File: src/rtl/vwt_pkg.sv
package vwt_pkg;

    localparam int BYTE_W    = 8;
    localparam int PSC_W     = 3;
    localparam int ADDR_W    = 2;
    localparam logic [BYTE_W-1:0] CTRL_RESET = 8'h24;

    localparam int MODE_RUN_BIT  = 0;
    localparam int MODE_GATE_BIT = 1;
    localparam int MODE_SRC_BIT  = 2;
    localparam int MODE_OVF_BIT  = 3;

    typedef enum logic [ADDR_W-1:0] {
        ADDR_CTRL = 2'd0,
        ADDR_MODE = 2'd1,
        ADDR_LOW  = 2'd2,
        ADDR_HIGH = 2'd3
    } reg_addr_e;

    typedef enum logic {
        SRC_TICK  = 1'b0,
        SRC_EVENT = 1'b1
    } src_sel_e;

    typedef struct packed {
        src_sel_e src;
        logic     gate;
        logic     run;
    } mode_t;

    typedef struct packed {
        logic              wr_low;
        logic              wr_high;
        logic [BYTE_W-1:0] data;
    } cnt_wr_t;

    function automatic logic [BYTE_W-1:0] active_mask(input logic [PSC_W-1:0] psc);
        logic [BYTE_W-1:0] m;
        for (int i = 0; i < BYTE_W; i++) begin
            m[i] = (i <= int'(psc));
        end
        return m;
    endfunction

    function automatic logic [BYTE_W-1:0] masked_inc(input logic [BYTE_W-1:0] val,
                                                     input logic [BYTE_W-1:0] mask);
        logic [BYTE_W-1:0] plus;
        plus = val + 1'b1;
        return (val & ~mask) | (plus & mask);
    endfunction

endpackage

File: src/rtl/vwt_regs.sv
module vwt_regs
    import vwt_pkg::*;
#(
    parameter int CHAN = 0
) (
    input  logic              clk,
    input  logic              rst,
    input  logic              wen,
    input  reg_addr_e         addr,
    input  logic [BYTE_W-1:0] wdata,
    input  logic              ovf_set,
    output logic [BYTE_W-1:0] ctrl_q,
    output mode_t             mode_q,
    output logic              ovf_q,
    output logic [PSC_W-1:0]  psc,
    output logic              pwm_oe,
    output cnt_wr_t           cnt_wr
);

    logic wr_ctrl, wr_mode, ovf_clear;

    assign wr_ctrl   = wen && (addr == ADDR_CTRL);
    assign wr_mode   = wen && (addr == ADDR_MODE);
    assign ovf_clear = wr_mode && !wdata[MODE_OVF_BIT];

    always_ff @(posedge clk) begin
        if (rst) begin
            ctrl_q <= CTRL_RESET;
        end else if (wr_ctrl) begin
            ctrl_q <= wdata;
        end
    end

    always_ff @(posedge clk) begin
        if (rst) begin
            mode_q <= '0;
        end else if (wr_mode) begin
            mode_q.run  <= wdata[MODE_RUN_BIT];
            mode_q.gate <= wdata[MODE_GATE_BIT];
            mode_q.src  <= src_sel_e'(wdata[MODE_SRC_BIT]);
        end
    end

    always_ff @(posedge clk) begin
        if (rst) begin
            ovf_q <= 1'b0;
        end else if (ovf_set) begin
            ovf_q <= 1'b1;
        end else if (ovf_clear) begin
            ovf_q <= 1'b0;
        end
    end

    generate
        if (CHAN == 0) begin : g_chan0
            assign psc    = ctrl_q[PSC_W-1:0];
            assign pwm_oe = ctrl_q[BYTE_W-2];
        end else begin : g_chan1
            assign psc    = ctrl_q[2*PSC_W-1:PSC_W];
            assign pwm_oe = ctrl_q[BYTE_W-1];
        end
    endgenerate

    always_comb begin
        cnt_wr.wr_low  = wen && (addr == ADDR_LOW);
        cnt_wr.wr_high = wen && (addr == ADDR_HIGH);
        cnt_wr.data    = wdata;
    end

    AST_FLAG_SET: assert property (@(posedge clk) disable iff (rst)
        ovf_set |=> ovf_q);

    AST_FLAG_STICKY: assert property (@(posedge clk) disable iff (rst)
        (ovf_q && !(wen && addr == ADDR_MODE && !wdata[MODE_OVF_BIT])) |=> ovf_q);

    AST_CTRL_HOLD: assert property (@(posedge clk) disable iff (rst)
        !(wen && addr == ADDR_CTRL) |=> $stable(ctrl_q));

endmodule

File: src/rtl/vwt_event_sync.sv
module vwt_event_sync #(
    parameter int STAGES = 2
) (
    input  logic clk,
    input  logic rst,
    input  logic pin,
    output logic fall
);

    logic [STAGES-1:0] sync_q;
    logic              prev_q;

    always_ff @(posedge clk) begin
        if (rst) begin
            sync_q <= '1;
            prev_q <= 1'b1;
        end else begin
            sync_q <= {sync_q[STAGES-2:0], pin};
            prev_q <= sync_q[STAGES-1];
        end
    end

    assign fall = prev_q && !sync_q[STAGES-1];

    AST_FALL_SINGLE: assert property (@(posedge clk) disable iff (rst)
        fall |=> !fall);

endmodule

File: src/rtl/vwt_count_core.sv
module vwt_count_core
    import vwt_pkg::*;
(
    input  logic              clk,
    input  logic              rst,
    input  logic [PSC_W-1:0]  psc,
    input  logic              pulse,
    input  cnt_wr_t           cnt_wr,
    output logic [BYTE_W-1:0] low_q,
    output logic [BYTE_W-1:0] high_q,
    output logic              ovf_set
);

    logic [BYTE_W-1:0] mask;
    logic              wrap;
    logic [BYTE_W-1:0] low_next, high_next;

    assign mask    = active_mask(psc);
    assign wrap    = ((low_q & mask) == mask);
    assign ovf_set = pulse && wrap && (high_q == {BYTE_W{1'b1}});

    always_comb begin
        low_next  = low_q;
        high_next = high_q;
        if (pulse) begin
            low_next = masked_inc(low_q, mask);
            if (wrap) begin
                high_next = high_q + 1'b1;
            end
        end
        if (cnt_wr.wr_low) begin
            low_next = cnt_wr.data;
        end
        if (cnt_wr.wr_high) begin
            high_next = cnt_wr.data;
        end
    end

    always_ff @(posedge clk) begin
        if (rst) begin
            low_q  <= '0;
            high_q <= '0;
        end else begin
            low_q  <= low_next;
            high_q <= high_next;
        end
    end

    AST_WRITE_WINS_LOW: assert property (@(posedge clk) disable iff (rst)
        cnt_wr.wr_low |=> low_q == $past(cnt_wr.data));

    AST_WRITE_WINS_HIGH: assert property (@(posedge clk) disable iff (rst)
        cnt_wr.wr_high |=> high_q == $past(cnt_wr.data));

    AST_HOLD_IDLE: assert property (@(posedge clk) disable iff (rst)
        (!pulse && !cnt_wr.wr_low && !cnt_wr.wr_high) |=> ($stable(low_q) && $stable(high_q)));

    AST_UPPER_KEEP: assert property (@(posedge clk) disable iff (rst)
        (pulse && !cnt_wr.wr_low) |=> (((low_q ^ $past(low_q)) & ~$past(mask)) == '0));

    AST_OVF_ZERO: assert property (@(posedge clk) disable iff (rst)
        (ovf_set && !cnt_wr.wr_low && !cnt_wr.wr_high) |=> (high_q == '0 && ((low_q & $past(mask)) == '0)));

endmodule

File: src/rtl/vwt_timer.sv
module vwt_timer
    import vwt_pkg::*;
#(
    parameter int CHAN        = 0,
    parameter int SYNC_STAGES = 2
) (
    input  logic              clk,
    input  logic              rst,
    input  logic              bus_wen,
    input  logic [ADDR_W-1:0] bus_addr,
    input  logic [BYTE_W-1:0] bus_wdata,
    output logic [BYTE_W-1:0] bus_rdata,
    input  logic              tick_in,
    input  logic              event_pin,
    input  logic              gate_pin,
    output logic              ovf_flag,
    output logic              pwm_oe
);

    reg_addr_e         addr;
    logic [BYTE_W-1:0] ctrl_q, low_q, high_q;
    mode_t             mode_q;
    logic              ovf_q, ovf_set, event_fall, enable, pulse;
    logic [PSC_W-1:0]  psc;
    cnt_wr_t           cnt_wr;

    assign addr = reg_addr_e'(bus_addr);

    vwt_regs #(.CHAN(CHAN)) u_regs (
        .clk     (clk),
        .rst     (rst),
        .wen     (bus_wen),
        .addr    (addr),
        .wdata   (bus_wdata),
        .ovf_set (ovf_set),
        .ctrl_q  (ctrl_q),
        .mode_q  (mode_q),
        .ovf_q   (ovf_q),
        .psc     (psc),
        .pwm_oe  (pwm_oe),
        .cnt_wr  (cnt_wr)
    );

    vwt_event_sync #(.STAGES(SYNC_STAGES)) u_sync (
        .clk  (clk),
        .rst  (rst),
        .pin  (event_pin),
        .fall (event_fall)
    );

    assign enable = mode_q.run && (!mode_q.gate || gate_pin);

    always_comb begin
        unique case (mode_q.src)
            SRC_EVENT: pulse = enable && event_fall;
            default:   pulse = enable && tick_in;
        endcase
    end

    vwt_count_core u_core (
        .clk     (clk),
        .rst     (rst),
        .psc     (psc),
        .pulse   (pulse),
        .cnt_wr  (cnt_wr),
        .low_q   (low_q),
        .high_q  (high_q),
        .ovf_set (ovf_set)
    );

    always_comb begin
        unique case (addr)
            ADDR_CTRL: bus_rdata = ctrl_q;
            ADDR_MODE: bus_rdata = {4'b0000, ovf_q, mode_q.src, mode_q.gate, mode_q.run};
            ADDR_LOW:  bus_rdata = low_q;
            default:   bus_rdata = high_q;
        endcase
    end

    assign ovf_flag = ovf_q;

    AST_STOPPED_HOLD: assert property (@(posedge clk) disable iff (rst)
        (!mode_q.run && !bus_wen) |=> ($stable(low_q) && $stable(high_q)));

    AST_GATE_BLOCK: assert property (@(posedge clk) disable iff (rst)
        (mode_q.gate && !gate_pin && !bus_wen) |=> ($stable(low_q) && $stable(high_q)));

    AST_TICK_IGNORED: assert property (@(posedge clk) disable iff (rst)
        (mode_q.src == SRC_EVENT && !event_fall && !bus_wen) |=> ($stable(low_q) && $stable(high_q)));

endmodule

File: config.mk
export PLATFORM = sky130hd
export DESIGN_NAME = vwt_timer
export DESIGN_NICKNAME = d
export VERILOG_FILES = /design/src/rtl/vwt_pkg.sv /design/src/rtl/vwt_regs.sv /design/src/rtl/vwt_event_sync.sv /design/src/rtl/vwt_count_core.sv /design/src/rtl/vwt_timer.sv
export SDC_FILE = /design/constraint.sdc
export NUM_CORES = 1
export LEC_CHECK = 0
export BUFFER_PORTS_ARGS = -buffer_cell sky130_fd_sc_hd__buf_2
export CAP_MARGIN = 20
export CORE_MARGIN = 10
export CORE_UTILIZATION = 39
export DETAILED_ROUTE_END_ITERATION = 8
export HOLD_SLACK_MARGIN = 0.03
export PLACE_DENSITY = 0.68
export SYNTH_ARGS = -nofsm -noshare
export SYNTH_HDL_FRONTEND = slang
export SYNTH_SLANG_ARGS = --single-unit
File: constraint.sdc
create_clock -name clk -period 2.1 [get_ports clk]
set_input_delay 0.21 -clock clk [delete_from_list [all_inputs] [get_ports clk]]
set_output_delay 0.21 -clock clk [all_outputs]
set_load 0.005 [all_outputs]
==> summary.txt, run 1 <==
GRT
  – Vias in the first global route: approximately 1600
  – First-pass GRT wire length: a little under 8000 um
  – Initial antenna violation count: 0
  – Remaining global-route overflow: 0
  – Largest net degree at the start of global routing: 32
  – Total global-route track usage: roughly 13%

Route
  – Met2 WL: roughly 2000 um
  – Remaining DRCs: 0
  – Via/cell ratio: roughly 5.9
  – Drt pass-1 iters: 4
  – Routed WL: between 4000 and 5000 um
  – WL/cell: about 17 um
  – Met3 wire length: approximately 440 um
  – Wl on met1: between 2000 and 2500 um
  – First DRT Iteration DRCs: 83
  – Max layer used: met4
  – Vias: roughly 1600
  – Detail Route Antenna Nets: 0

Synthesis
  – Synth area leaders: dfxtp_1 34%, mux2i_1 7.7%, nor2_1 6.4%
  – Avg Inst Size Synth: 8.930 um^2
  – Prevailing post-synth register cell: dfxtp_1
  – Yosys top cell area share: 34.07%
  – EDFF count, synth: 0
  – Library cells used by synthesis: 49
  – Async SR Flop Fraction: 0%
  – Yosys warns: 0
  – Seq/Total Area, Yosys: between 30% and 40%
  – Mapped Nets: approximately 220
  – #FFs+latches synth: 31
  – Syn Inst Count: 204
  – Cell taking the most area after synthesis: dfxtp_1
  – Synthesized area: 1822 um^2

Cells and area
  – Diodes inserted: 0
  – Finished Core Util: 46.34%
  – Multi-input gate area: roughly 1100 um^2
  – Design area: 2059 um^2
  – Final std cells w/o fill: 278
  – Commonest non-fill, non-tap cells in the layout: 31 x nor2_1, 31 x dfxtp_1, 25 x buf_2, 14 x mux2i_1, 13 x nand3_1
  – Layout filler cell count: around 440
  – FF+latch area: just over 600 um^2
  – Final net count: ~240
  – Layout cells sized above 1: between 20% and 30%
  – Area grow syn2layout: 13.05%

Pwr
  – Sw power: 0.3580 mW
  – P_int: between 0.9 and 1 mW
  – Sw Share: 26.36%
  – Clk pwr share: between 30% and 40%
  – Sequential share of power: between 40 and 50%
  – Power Dens Cells: ~660 nW/um^2
  – Maximum vdd drop: ~0.41 mV
  – Combinational fraction of design power: about an eighth
  – Pleak: about 0.8 nW

Worst setup path
  – CP Capture Type: flip-flop
  – Crit path max fanout: 11
  – Crit path cell chain: o21ai_1, a221oi_2, buf_4, nand4bb_1, or3_1, a311oi_1
  – Crit path launch type: flip-flop
  – Slowest cell on the critical path: dfxtp_1
  – Crit path kind: reg2reg
  – Largest stage delay on the critical path: just under 400 ps
  – Critical path arrival: about 1900 ps
  – CP required: ~2300 ps

Clock network
  – CTS Buf Count: 5
  – Worst-Skew Late Latency: between 200 and 300 ps
  – Reg clk slew, reported paths: approximately 60 ps
  – Clock Path Buffers: 2
  – Setup Buffers After CTS: 0
  – H-tree levels: 2
  – Clock root buffer: clkbuf_8
  – Number of buffers inserted by hold repair at cts: 0
  – Post-CTS Resized: 0
  – Clk sinks: 31
  – CTS tree: done

STA
  – Post-route setup slack: around 350 ps
  – Measured slew at the worst slew-check pin: around 590 ps
  – Total Negative Setup Slacks: 0 ps
  – Final period util: 83.34%
  – Fin. Hold Viols: 0
  – Final setup violation count: 0
  – Tmin final: 1750 ps
  – Final Slew Violations: 0
  – Final setup skew: ~6.8 ps
  – Max Clock Freq: about 570 MHz
  – Relative slew slack: between 60% and 70%
  – RSZ-0062 raised after global routing: false

Floorplan
  – Initial core utilization: about 41%
  – Die height: a little under 90 um
  – Core region area: about 4400 um^2
  – Die Wd: 88.35 um
  – FP Rows: 24
  – I/O pin cnt: 26
  – DIE AREA: about 7800 um^2

Hold path
  – Type of the worst min-delay path: in2reg

Place
  – Dpl hpwl: approximately 3500 um
  – PortBufs: 25
  – Dpl cells: 270
  – Placement-stage worst setup slack: between 300 and 400 ps
  – RePlAce Congestion: about 0.85
  – Placed cell areas: 1959 um^2

Outcome
  – Status: complete, no violations

Flow run
  – Max-cap violations: 0
==> critical path: cells and delay by family (launching register included) <==
family          cells  cell delay [ps]
simple gates        2              540
buf+inv             1              210
flops               1              390
compound gates      3              520
==> cell families after synthesis <==
group	count (synthesis)	synth area share, %
AND/OR/NAND/NOR	91	27.82
buffers and inverters	17	4.532
AO/OA/AOI/OAI	38	16.00
flip-flops	31	34.07
adder cells (fa/ha/maj)	2	1.373
multiplexers	18	12.84
XOR/XNOR	7	3.365
==> Yosys cell counts (all sizes together), types with 6 or more instances <==
master / count
buf: 6
dfxtp: 31
and3: 6
nor2: 31
nand3: 14
clkbuf: 7
a211oi: 8
mux2i: 14
xor2: 6
nand2: 7
o21ai: 7
==> power groups by stage <==
stage	combinational, mW	sequential (mW)	clock [mW]
global placement	0.174	0.677	0
global route	0.199	0.671	0.559
CTS	0.178	0.665	0.530
floorplan	0.129	0.660	0
detailed placement	0.177	0.678	0
finish	0.178	0.666	0.514
==> path summary, 6_finish.rpt <==
check                    from                to  slack, ps  depth (start not counted)
max          u_regs.mode_q[2]  u_core.high_q[0]        350                          6
min                 event_pin  u_sync.sync_q[0]        110                          2
min reg2reg  u_sync.sync_q[0]  u_sync.sync_q[1]        410                          1
max reg2reg  u_regs.mode_q[2]  u_core.high_q[0]        350                          6
==> through the flow <==
step / power, mW / hold slack (ps)
after floorplan: 0.7888 / 313.8
after global placement: 0.8510 / 392.0
after detailed placement: 0.8554 / 393.7
after CTS: 1.372 / 103.1
after global routing: 1.430 / 107.2
final: 1.358 / 112.7
==> layer usage <==
metal / track usage (%) / up-vias
li1: - / 798
met1: 17.96 / 770
met2: 17.75 / 64
met3: 4.596 / 6
met4: 4.258 / 0
met5: 0 / -
==> cell type report <==
class / count / area share, %
Multi-Input combinational cell: 156 / 54.31
Timing Repair Buffer: 27 / 6.804
Inverter: 4 / 0.7290
Sequential cell: 31 / 30.13
Tap cell: 52 / 3.159
Clock buffer: 8 / 4.860
Power figures use the tool's default switching activity.
==> inputs of run 2 (changes only) <==
Clock period 2.1 ns to 1.66 ns, I/O delays scaled along.
==> run 2 against run 1 <==
First-iteration DRC count grew 16%. Global-route usage grew 0.14 points. Highest routed layer unchanged. Die area unchanged.
==> summary.txt, run 2 (synthesis gave the netlist of run 1 again) <==
Cells and area
  – Area grow syn2layout: 21.57%
  – Design area: approximately 2200 um^2
  – Layout cells sized above 1: 28.40%
  – Commonest non-fill, non-tap cells in the layout: 30 x nor2_1, 28 x dfxtp_1, 25 x buf_2, 19 x buf_4, 14 x mux2i_1
  – Diodes inserted: 0
  – Final net count: between 200 and 300
  – Commonest non-fill, non-tap cell in the layout: nor2_1

Clock network
  – CTS tree: done
  – H-tree levels: 2
  – Clock root buffer: clkbuf_8
  – Reg clk slew, reported paths: around 70 ps
  – Number of buffers inserted by hold repair at cts: 0
  – Clock Path Buffers: 2
  – Worst-Skew Late Latency: about 290 ps
  – Clk sinks: 31
  – CTS Buf Count: 5

Worst setup path
  – R2R cell count: 5
  – Crit path kind: reg2reg
  – Slowest cell on the critical path: dfxtp_4
  – Worst r2r src: u_regs.mode_q[2]
  – Top delay family on crit path: compound AO/OA/AOI/OAI gates
  – Critical path arrival: about 1800 ps
  – CP required: ~1900 ps
  – Buffers plus inverters on the worst setup path: 0
  – CP Capture Type: flip-flop
  – Crit path cell chain: o21ai_1, a221oi_4, nand4bb_1, or3_1, a311oi_1
  – Largest stage delay on the critical path: around 370 ps
  – Crit path max fanout: 4
  – Crit path launch type: flip-flop
  – R2r endpoint: u_core.high_q[0]
  – R2R Setup Slk: between 30 and 40 ps

Route
  – Remaining DRCs: 0
  – Drt pass-1 iters: 4
  – Via/cell ratio: 5.590
  – Detail Route Antenna Nets: 0
  – WL/cell: roughly 16 um
  – First DRT Iteration DRCs: 96
  – Routed WL: between 4000 and 5000 um
  – Vias: ~1600

GRT
  – Largest net degree at the start of global routing: 18
  – Initial antenna violation count: 0
  – Vias in the first global route: 1596
  – M1 GR Usage: 16.87%
  – First-pass GRT wire length: between 7000 and 8000 um
  – Top Usage Layer GRT: met2
  – Remaining global-route overflow: 0
  – Total global-route track usage: between 10% and 20%
  – GRT met3 Usage: approximately 5.2%
  – Met2 GRT Util: a little under a fifth

Outcome
  – Status: complete, no violations

Hold path
  – Type of the worst min-delay path: in2reg
  – Worst hold start: event_pin
  – WHS Path Cells: 2
  – Hold endpoint: u_sync.sync_q[0]

Pwr
  – Maximum vdd drop: ~0.52 mV
  – Combinational fraction of design power: 14.3%
  – Sw power: 0.4780 mW
  – Sequential share of power: between 40% and 50%
  – Pleak: slightly above 0.9 nW
  – P_int: approximately 1.3 mW
  – Power Dens Cells: 795.3 nW/um^2
  – Sw Share: 27.14%
  – Clk pwr share: between 30% and 40%

STA
  – Measured slew at the worst slew-check pin: between 400 and 500 ps
  – Final period util: slightly below 100%
  – Final setup skew: roughly 9.6 ps
  – Hold_ws: between 60 and 70 ps
  – RSZ-0062 raised after global routing: true
  – Final setup violation count: 0
  – Relative slew slack: 70.84%
  – Max Clock Freq: 615.7 MHz
  – Fin. Hold Viols: 0
  – Tmin final: around 1600 ps
  – Final Slew Violations: 0
  – Post-route setup slack: 35.84 ps

Place
  – Placement-stage worst setup slack: -19.43 ps
  – RePlAce Congestion: 0.8333
  – PortBufs: 25
  – Placed cell areas: 2057 um^2
  – Dpl hpwl: between 3000 and 4000 um

Floorplan
  – FP Rows: 24
  – Initial core utilization: between 40 and 50%
  – Die height: 88.35 um
  – Core region area: 4444 um^2
  – DIE AREA: 7805 um^2
  – I/O pin cnt: 26
  – Die Wd: about 88 um

Flow run
  – Max-cap violations: 0
==> run 2: cell type report <==
| cell class | instances | area [um^2] |
|---|---|---|
| flip-flops and latches | 31 | 626.9 |
| fillers | 447 | 2230 |
| clock buffers | 8 | 100.1 |
| well taps | 52 | 65.06 |
| repair buffers | 44 | 267.8 |
| multi-input cells | 156 | 1140 |
| inverters | 4 | 15.01 |
==> run 2: worst max path at each step <==
stage	depth (start not counted)	start	slack, ps	to
floorplan	6	u_sync.sync_q[1]	110	u_core.high_q[2]
global placement	6	u_sync.sync_q[1]	40	flip-flop
detailed placement	5	u_regs.mode_q[2]	-20	u_core.high_q[0]
CTS	5	u_sync.sync_q[1]	0.2	u_core.high_q[0]
global route	5	u_sync.sync_q[1]	-100	u_core.high_q[0]
finish	5	u_regs.mode_q[2]	40	u_core.high_q[0]
==> run 2: worst reg2reg max path, stage by stage, from the launching register on <==
cell	delay [ps]
dfxtp_4	370
o21ai_1	100
a221oi_4	260
nand4bb_1	210
or3_1	350
a311oi_1	250
==> run 2: power groups by stage <==
stage	sequential, mW	combinational, mW	clock (mW)
after floorplan	0.835	0.163	0
after global placement	0.851	0.242	0
after detailed placement	0.851	0.244	0
after global routing	0.843	0.282	0.715
final	0.837	0.251	0.673
after CTS	0.836	0.247	0.692
==> run 2: per-stage QoR <==
stage | setup TNS [ps] | util [%] | instances | power, mW
5_1_grt | -298.5 | 49.83 | 295 | 1.841
3_3_place_gp | 0 | 46.28 | 283 | 1.093
2_1_floorplan | 0 | - | 204 | 0.9979
4_1_cts | 0 | 48.90 | 292 | 1.775
3_5_place_dp | -22.05 | 46.28 | 283 | 1.095
6_report | 0 | 49.83 | 295 | 1.761
==> run 2: repair_timing <==
item,4_1_cts,5_1_grt
buffers inserted,1,3
pin swaps,0,1
setup endpoints to repair,2,16
resized for setup,2,5
gates cloned,0,0
==> run 2: metal layers <==
layer  part of all wire [%]  wire length (um)  vias up
met5                      0                 0        -
met4                    1.6                79        0
met3                     11               535        7
met2                     42              2017       61
met1                     46              2227      748
li1                       -                 -      833
==> inputs of run 3 (changes only) <==
Settings changed: ABC_AREA set to 1.
==> run 3 against run 2 <==
Largest power group unchanged. Largest cell class unchanged. Final area decreased by 1.6%. Setup slack improved by 120 ps. Total power down 3.1%. Critical path depth grew 5. Routed wire length rose by 8.6%. Sequential cell count unchanged. Clock skew fell by 6.9 ps. Critical path type unchanged. Synthesized cell count increased by 42%. Final cell count grew 31%.
==> summary.txt, run 3 <==
Outcome
  – Status: complete, no violations

Synthesis
  – Mapped Nets: about 310
  – #FFs+latches synth: 31
  – Async SR Flop Fraction: 0%
  – Prevailing post-synth register cell: dfxtp_1
  – Syn Inst Count: between 200 and 300
  – Synthesized area: about 1900 um^2
  – Yosys warns: 0
  – Top-count cell post-synth: nand2_1
  – Yosys top cell area share: 32.87%
  – Library cells used by synthesis: 32
  – Seq/Total Area, Yosys: 32.87%
  – Top cells by count, synth: 80 x nand2_1, 38 x inv_1, 31 x dfxtp_1, 28 x nand3_1, 22 x a21oi_1
  – EDFF count, synth: 0
  – Avg Inst Size Synth: roughly 6.5 um^2
  – Synth area leaders: dfxtp_1 33%, nand2_1 16%, inv_1 7.6%
  – Cell taking the most area after synthesis: dfxtp_1

Pwr
  – Clk pwr share: around two fifths
  – P_int: 1.231 mW
  – Total power: around 1.7 mW
  – Maximum vdd drop: 0.3583 mV
  – Sw Share: between 20 and 30%
  – Sequential share of power: 46.9%
  – Combinational fraction of design power: about an eighth
  – Sw power: ~0.47 mW
  – Power Dens Cells: slightly below 800 nW/um^2
  – Pleak: around 1 nW

STA
  – Max Clock Freq: 664.4 MHz
  – Measured slew at the worst slew-check pin: between 300 and 400 ps
  – Final period util: 90.67%
  – Total Negative Setup Slacks: 0 ps
  – Post-route setup slack: around 150 ps
  – Relative slew slack: 73.65%
  – Fin. Hold Viols: 0
  – Final setup skew: about 2.7 ps
  – Final setup violation count: 0
  – Final Slew Violations: 0
  – Tmin final: ~1500 ps
  – RSZ-0062 raised after global routing: false

Cells and area
  – Finished Core Util: between 40% and 50%
  – Layout filler cell count: around 530
  – Layout cells sized above 1: roughly 17%
  – Multi-input gate area: ~1100 um^2
  – Final std cells w/o fill: about 390
  – FF+latch area: between 600 and 700 um^2
  – Final net count: roughly 340
  – Area grow syn2layout: 15.37%
  – Commonest non-fill, non-tap cells in the layout: 80 x nand2_1, 38 x inv_1, 31 x dfxtp_1, 28 x nand3_1, 25 x buf_2
  – Diodes inserted: 0
  – Commonest non-fill, non-tap cell in the layout: nand2_1

Route
  – First DRT Iteration DRCs: between 150 and 200
  – Remaining DRCs: 0
  – Detail Route Antenna Nets: 0
  – Drt pass-1 iters: 4
  – WL/cell: 13.68 um
  – Routed WL: around 5300 um
  – Via/cell ratio: roughly 5.1
  – Vias: slightly below 2000

Worst setup path
  – Largest stage delay on the critical path: around 330 ps
  – CP required: between 1500 and 2000 ps
  – R2R Setup Slk: roughly 150 ps
  – CP Capture Type: flip-flop
  – Crit path max fanout: 13
  – Crit path kind: reg2reg
  – R2R cell count: 10
  – Crit path cell chain: inv_1, nor2_1, nor2_1, nand2_1, inv_1, nand2_1, o21bai_1, nand3_1, nand2_1, inv_1
  – Worst r2r src: u_regs.mode_q[1]
  – Slowest cell on the critical path: inv_1
  – Critical path arrival: approximately 1700 ps
  – Crit path launch type: flip-flop

Clock network
  – CTS Buf Count: 5
  – Reg clk slew, reported paths: 70 ps
  – Post-CTS Resized: 0
  – Clock root buffer: clkbuf_8
  – Worst-Skew Late Latency: between 200 and 300 ps
  – H-tree levels: 2
  – Clk sinks: 31
  – Clock Path Buffers: 2
  – Number of buffers inserted by hold repair at cts: 0
  – CTS tree: done
  – Setup Buffers After CTS: 0

GRT
  – Initial antenna violation count: 0
  – First-pass GRT wire length: approximately 9000 um
  – Vias in the first global route: 1840
  – Largest net degree at the start of global routing: 17
  – Remaining global-route overflow: 0
  – Total global-route track usage: 14.13%

Hold path
  – Worst hold start: event_pin
  – Hold endpoint: u_sync.sync_q[0]
  – WHS Path Cells: 2
  – Type of the worst min-delay path: in2reg

Floorplan
  – DIE AREA: about 8000 um^2
  – Die Wd: ~90 um
  – I/O pin cnt: 26
  – FP Rows: 25
  – Die height: 89.58 um
  – Core region area: about 4700 um^2
  – Initial core utilization: between 30% and 40%

Flow run
  – Max-cap violations: 0

Place
  – PortBufs: 25
  – Dpl hpwl: 4106 um
  – Dpl cells: approximately 380
  – Placement-stage worst setup slack: about 180 ps
  – RePlAce Congestion: just over 0.9
run 3: cell count changes after synthesis, moves of 7 or more:
| cell | previous run | this run |
|---|---|---|
| nand2_1 | 7 | 80 |
| inv_1 | 4 | 38 |
| a21oi_1 | 3 | 22 |
| nand3_1 | 13 | 28 |
| mux2i_1 | 14 | 0 |
| o21ai_0 | 6 | 20 |
| nor2_1 | 31 | 21 |
| a211oi_1 | 8 | 1 |
run 3: per-layer routing:
| metal | vias to the layer above | wire length, um | part of all wire, % | global-route usage (%) |
|---|---|---|---|---|
| met2 | 65 | 2170 | 41 | 20.32 |
| met4 | 0 | 112 | 2.1 | 7.659 |
| li1 | 1004 | - | - | - |
| met1 | 874 | 2556 | 48 | 18.34 |
| met3 | 9 | 438 | 8.3 | 4.332 |
| met5 | - | 0 | 0 | 0 |
run 3: metrics by stage:
step / hold slack [ps] / cell area (um^2)
global route: 63.95 / 2178
CTS: 61.73 / 2178
floorplan: 269.8 / 1888
finish: 63.31 / 2178
detailed placement: 361.6 / 2078
global placement: 359.5 / 2078
run 3: power by group through the flow:
stage	registers [mW]	logic (mW)	clock network, mW
floorplan	0.807	0.149	0
detailed placement	0.816	0.225	0
CTS	0.799	0.226	0.693
global placement	0.815	0.222	0
finish	0.799	0.226	0.681
global route	0.803	0.255	0.724
run 3: how the worst max path moves through the flow:
stage                     start          endpoint  slack, ps  depth (start not counted)
2_1_floorplan  u_regs.ctrl_q[2]  u_core.high_q[1]        430                         10
3_3_place_gp   u_regs.mode_q[1]         flip-flop        190                         10
3_5_place_dp   u_regs.mode_q[1]         flip-flop        180                         10
4_1_cts        u_regs.mode_q[1]         flip-flop        170                         10
5_1_grt        u_core.high_q[0]  u_core.high_q[6]         20                          9
6_report       u_regs.mode_q[1]         flip-flop        150                         10
run 3: critical path, delay by kind of cell, from the launching register on:
kind / cells / cell delay (ps)
compound gates: 1 / 140
buf+inv: 3 / 450
flops: 1 / 300
simple gates: 6 / 510
run 3: cells by family (layout without fill, tap and decap cells):
group           after synthesis  after routing  share of synthesized area (%)
simple gates                147            147                          35.39
compound gates               61             61                          19.15
buf+inv                      47             77                          10.80
flops                        31             31                          32.87
fa+ha+maj                     2              2                          1.325
xor+xnor                      1              1                         0.4640
run 3: area by class of cell:
| cell class | instances | area share [%] |
|---|---|---|
| inverter | 40 | 7.122 |
| timing repair buffer | 29 | 7.122 |
| multi-input combinational | 211 | 48.82 |
| tap | 67 | 3.848 |
| clock buffer | 8 | 4.595 |
| sequential | 31 | 28.49 |
